**src/rtl/refresh_sched_pkg.sv**
```systemverilog
package refresh_sched_pkg;
  localparam int LINE_CYCLES = 114;
  localparam int NUM_SLOTS   = 9;
  localparam int FIRST_SLOT  = 25;
  localparam int SLOT_STEP   = 4;
  localparam int ROW_W       = 8;
  localparam int CYC_W       = $clog2(LINE_CYCLES);
endpackage

```
**src/rtl/refresh_slot_decode.sv**
```systemverilog
module refresh_slot_decode #(
  parameter int CYC_W      = 7,
  parameter int NUM_SLOTS  = 9,
  parameter int FIRST_SLOT = 25,
  parameter int SLOT_STEP  = 4
) (
  input  logic             clk_i,
  input  logic             rst_ni,
  input  logic [CYC_W-1:0] cycle_i,
  output logic             slot_o
);
  logic [NUM_SLOTS-1:0] hit;

  for (genvar i = 0; i < NUM_SLOTS; i++) begin : g_slot
    localparam int Pos = FIRST_SLOT + i * SLOT_STEP;
    assign hit[i] = (cycle_i == CYC_W'(Pos));
  end

  assign slot_o = |hit;


  slot_unique_chk: assert property (@(posedge clk_i) disable iff (!rst_ni)
    $onehot0(hit));
endmodule

```
**src/rtl/refresh_defer.sv**
```systemverilog
module refresh_defer #(
  parameter int CYC_W = 7
) (
  input  logic             clk_i,
  input  logic             rst_ni,
  input  logic [CYC_W-1:0] cycle_i,
  input  logic             slot_i,
  input  logic             busy_i,
  output logic             issue_o
);
  logic pend_q, pend_d, line_start;

  assign line_start = (cycle_i == '0);
  // Slot wins a free cycle; pending waits for a free non-slot cycle.
  assign issue_o = !busy_i && (slot_i || (pend_q && !line_start));

  always_comb begin
    pend_d = pend_q;
    if (line_start)                   pend_d = 1'b0;
    else if (slot_i && busy_i)        pend_d = 1'b1;
    else if (pend_q && !busy_i && !slot_i) pend_d = 1'b0;
  end

  always_ff @(posedge clk_i or negedge rst_ni) begin
    if (!rst_ni) pend_q <= 1'b0;
    else         pend_q <= pend_d;
  end


  pend_set_chk: assert property (@(posedge clk_i) disable iff (!rst_ni)
    (slot_i && busy_i && !line_start) |=> pend_q);

  pend_wrap_chk: assert property (@(posedge clk_i) disable iff (!rst_ni)
    line_start |=> !pend_q);

  pend_hold_chk: assert property (@(posedge clk_i) disable iff (!rst_ni)
    (pend_q && slot_i && !busy_i && !line_start) |=> pend_q);
endmodule

```
**src/rtl/refresh_row_ctr.sv**
```systemverilog
module refresh_row_ctr #(
  parameter int ROW_W = 8
) (
  input  logic             clk_i,
  input  logic             rst_ni,
  input  logic             adv_i,
  output logic [ROW_W-1:0] row_o
);
  logic [ROW_W-1:0] row_q;

  always_ff @(posedge clk_i or negedge rst_ni) begin
    if (!rst_ni)    row_q <= '0;
    else if (adv_i) row_q <= row_q + ROW_W'(1);
  end

  assign row_o = row_q;


  row_step_chk: assert property (@(posedge clk_i) disable iff (!rst_ni)
    adv_i |=> (row_q == $past(row_q) + ROW_W'(1)));

  row_hold_chk: assert property (@(posedge clk_i) disable iff (!rst_ni)
    !adv_i |=> $stable(row_q));
endmodule

```
**src/rtl/refresh_sched.sv**
```systemverilog
module refresh_sched
  import refresh_sched_pkg::*;
#(
  parameter int P_NUM_SLOTS  = NUM_SLOTS,
  parameter int P_FIRST_SLOT = FIRST_SLOT,
  parameter int P_SLOT_STEP  = SLOT_STEP,
  parameter int P_ROW_W      = ROW_W,
  parameter int P_CYC_W      = CYC_W
) (
  input  logic               clk_i,
  input  logic               rst_ni,
  input  logic [P_CYC_W-1:0] cycle_i,
  input  logic               fetch_busy_i,
  output logic               refresh_o,
  output logic [P_ROW_W-1:0] row_o
);
  logic slot;

  refresh_slot_decode #(
    .CYC_W(P_CYC_W), .NUM_SLOTS(P_NUM_SLOTS),
    .FIRST_SLOT(P_FIRST_SLOT), .SLOT_STEP(P_SLOT_STEP)
  ) u_decode (
    .clk_i(clk_i), .rst_ni(rst_ni), .cycle_i(cycle_i), .slot_o(slot)
  );

  refresh_defer #(.CYC_W(P_CYC_W)) u_defer (
    .clk_i(clk_i), .rst_ni(rst_ni), .cycle_i(cycle_i),
    .slot_i(slot), .busy_i(fetch_busy_i), .issue_o(refresh_o)
  );

  refresh_row_ctr #(.ROW_W(P_ROW_W)) u_row (
    .clk_i(clk_i), .rst_ni(rst_ni), .adv_i(refresh_o), .row_o(row_o)
  );


  no_refresh_busy_chk: assert property (@(posedge clk_i) disable iff (!rst_ni)
    fetch_busy_i |-> !refresh_o);
endmodule

```
**config.mk**
```make
export PLATFORM = sky130hd
export DESIGN_NAME = refresh_sched
export DESIGN_NICKNAME = d
export VERILOG_FILES = /design/src/rtl/refresh_sched_pkg.sv /design/src/rtl/refresh_slot_decode.sv /design/src/rtl/refresh_defer.sv /design/src/rtl/refresh_row_ctr.sv /design/src/rtl/refresh_sched.sv
export SDC_FILE = /design/constraint.sdc
export NUM_CORES = 1
export LEC_CHECK = 0
export BUFFER_PORTS_ARGS = -buffer_cell sky130_fd_sc_hd__buf_2
export CORE_AREA = 4 4 41 43
export DETAILED_ROUTE_END_ITERATION = 16
export DIE_AREA = 0 0 45 47
export GPL_TIMING_DRIVEN = 0
export PLACE_DENSITY = 0.65
export SETUP_SLACK_MARGIN = 0.5
export SLEW_MARGIN = 20
export SYNTH_ARGS = -nofsm -noshare
export SYNTH_HDL_FRONTEND = slang
export SYNTH_SLANG_ARGS = --single-unit
```
**constraint.sdc**
```tcl
create_clock -name clk_i -period 1.75 [get_ports clk_i]
set_clock_uncertainty 0.1 [all_clocks]
set_input_delay 0.0875 -clock clk_i [delete_from_list [all_inputs] [get_ports clk_i]]
set_output_delay 0.0875 -clock clk_i [all_outputs]
set_load 0.02 [all_outputs]
```
==> flow_summary_export.csv <==
group,metric,value,unit
synthesis,avgSynthCellArea,11.6,um^2
timing,post-route-period-util,0.790,
critical_path,setup.worst_path.end_class,"primary output",
synthesis,synth_compound_area_frac,0.197,
timing,setup_viol,0,
synthesis,yosys.cell_count.top_type,"dfrtp_1",
timing,hold_viol,0,
synthesis,synth_cells,45,
timing,rsz0062_at_grt,"yes",
timing,max_slew.worst_pin.slew,0.466,ns
synthesis,synthXorXnorAreaFrac,0.118,
synthesis,ys.warnings.count,0,
floorplanning,num_rows,13,
synthesis,synth_common_cells,"dfrtp_1, xor2_1, a211oi_1, inv_1, nand3_1",
synthesis,synth_fp_nets,56,
placed_design,place_congestion,0.651,
synthesis,synth-simple-area-share,0.159,
synthesis,synth_top_family_by_area,"compound AO/OA/AOI/OAI gates",
synthesis,synth_top_area_share,0.433,
clocking,clock_latency,0.26,ns
critical_path,path_buf_inv,2,
floorplanning,dieWidth,45,um
synthesis,synth.distinct_cells,21,
timing,slew_headroom,0.689,
synthesis,ys_top_cells_by_area,"dfrtp_1, xor2_1, a211oi_1",
placed_design,dp_cells,77,
drt,drt_pass1_iterations,4,
flow_run,drv_cap,0,
grt,grt_max_degree,10,
synthesis,syn-cell-area,520,um^2
critical_path,crit_fanout,7,
clocking,cts_tree,"yes",
timing,slew_viol_final,0,
clocking,h-tree-depth,1,
clocking,path_clk_slew,0.06,ns
drt,wire_per_inst,12.5,um
grt,track_usage,0.121,
layout,fillers,117,
drt,drtIter0Drc,7,
clocking,root_buffer,"clkbuf_4",
drt,num_vias,434,
synthesis,synth-seq-cells,9,
clocking,cts_buffers,3,
layout,post-route-util,0.550,
critical_path,cp_slowest_cell,"dfrtp_1",
power,p_leak,0.307,nW
timing,fmax,723,MHz
run_status,status,"finished, final reports clean",
clocking,clockBufferDepth,2,
synthesis,synth_ff_type,"dfrtp_1",
placed_design,dp_hpwl,790,um
critical_path,critPathArrivalTime,1.20,ns
synthesis,synth-edff-count,0,
drt,wl,1070,um
critical_path,path_cells,"inv_2 -> a31o_4 -> a21oi_4 -> buf_6",
layout,final_cells,86,
floorplanning,die-height,47,um
critical_path,slowest_delay,0.34,ns
grt,grt_pass1_vias,439,
critical_path,critPathLaunchType,"flip-flop",
grt,grt-ovfl-total,0,
synthesis,yosys.area.top_type,"dfrtp_1",
layout,drive_gt1_frac,0.521,
drt,detail-route-antenna-nets,0,
floorplanning,core_area,1300,um^2
floorplanning,io_pins,19,
grt,grt_first_pass_wirelength,1760,um
layout,final_nets,83,
clocking,clkSinkCount,9,
synthesis,synthMuxAreaShare,0.0216,
critical_path,cp_top_family,"compound AO/OA/AOI/OAI gates",
layout,diodes,0,
synthesis,synth_fa_ha_area_frac,0.0433,
timing,setup_tns,0,ns
power,ir_drop,0.399,mV
synthesis,async_flop_share,1.00,
critical_path,cp.required,1.56,ns
critical_path,critPathKind,"reg -> out",
power,power_density,1350,nW/um^2
timing,period_needed,1.38,ns
synthesis,yosysSeqAreaShare,0.433,
worst_hold_path,hp-class,"in -> reg",
floorplanning,start_util,0.400,
drt,avgViaCountPerCell,5.05,
floorplanning,die_area,2120,um^2
grt,antenna_found_initial,0,
drt,drc,0,
layout,syn_to_final_growth,37.5,%
placed_design,port_buffers,17,
[stage by stage]
step	total power [mW]	hold WS (ns)	instance area [um^2]	worst slack [ns]
after floorplan	0.642	-0.308	539	0.382
after global placement	0.772	-0.150	643	0.364
after detailed placement	0.781	-0.150	643	0.353
after CTS	0.961	0.0332	708	0.365
after global routing	1.02	0.0409	716	0.319
final	0.967	0.0238	716	0.367
[layout by cell type (no fill, tap or decap), drive strengths merged]
master and instances:
buf 21, a31o 1, dlygate4sd3 1, and4 1, nor3 1, maj3 1
a211oi 5, nor2 2, nand4b 1, clkbuf 5, dfrtp 9, mux2 1
ha 1, a2111oi 1, nand4 2, xor2 7, a31oi 1, a21oi 2
nand3 3, inv 3, nand2 2
[cells by family (layout without fill, tap and decap cells)]
kind of cell,Yosys count,after routing
muxes,1,1
DFF,9,9
AOI/OAI and AO/OA,10,10
and+or+nand+nor,12,12
xor gates and xnor gates,7,7
buffers and inverters,4,30
adders and majority gates,2,2
[sequential cells by signal (all words and copies together) (netlist names)]
signal and cells:
u_row.row_o 8, u_defer.pend_q 1
[final timing paths]
path	start	to	slack [ns]	cells after the start
max	u_defer.pend_q	refresh_o	0.37	4
min	cycle_i[6]	u_defer.pend_q	0.02	3
max reg2reg	u_row.row_o[2]	u_row.row_o[7]	0.40	4
min reg2reg	u_row.row_o[7]	u_row.row_o[7]	0.37	1
max in group asynchronous	rst_ni	u_row.row_o[2]	1.25	2
min in group asynchronous	rst_ni	u_row.row_o[6]	0.10	2
[per-layer routing]
layer | vias up | global-route usage | part of all wire
li1 | 218 | - | -
met1 | 195 | 0.134 | 0.45
met2 | 19 | 0.195 | 0.45
met3 | 2 | 0.0268 | 0.080
met4 | 0 | 0.105 | 0.021
met5 | - | 0 | 0
[report_power, final]
part           internal, mW  switching, mW  total (mW)  leakage (nW)
Sequential            0.303         0.0966       0.400         0.101
Clock                0.0879         0.0735       0.161        0.0150
Combinational         0.169          0.237       0.406         0.191
[worst register-to-register path, delay by kind of cell, from the launching register on]
kind / cells / cell delay (ns)
DFF: 1 / 0.41
and+or+nand+nor: 2 / 0.33
xor gates and xnor gates: 1 / 0.16
AOI/OAI and AO/OA: 1 / 0.29
[final cells by class]
| type | count | area (um^2) | share of cell area |
|---|---|---|---|
| tap | 15 | 18.8 | 0.0262 |
| timing repair buffer | 22 | 131 | 0.184 |
| buffer | 1 | 3.75 | 0.00524 |
| sequential | 9 | 233 | 0.325 |
| multi-input combinational | 32 | 292 | 0.407 |
| clock buffer | 4 | 26.3 | 0.0367 |
| inverter | 3 | 11.3 | 0.0157 |
[what timing repair did]
action	4_1_cts	5_1_grt
endpoints found under the hold margin	9	0
pin swaps	0	2
hold buffers	1	0
resized for setup	3	0
buffers inserted	3	1
setup endpoints to repair	8	9
(Power assumes the default switching activity.)
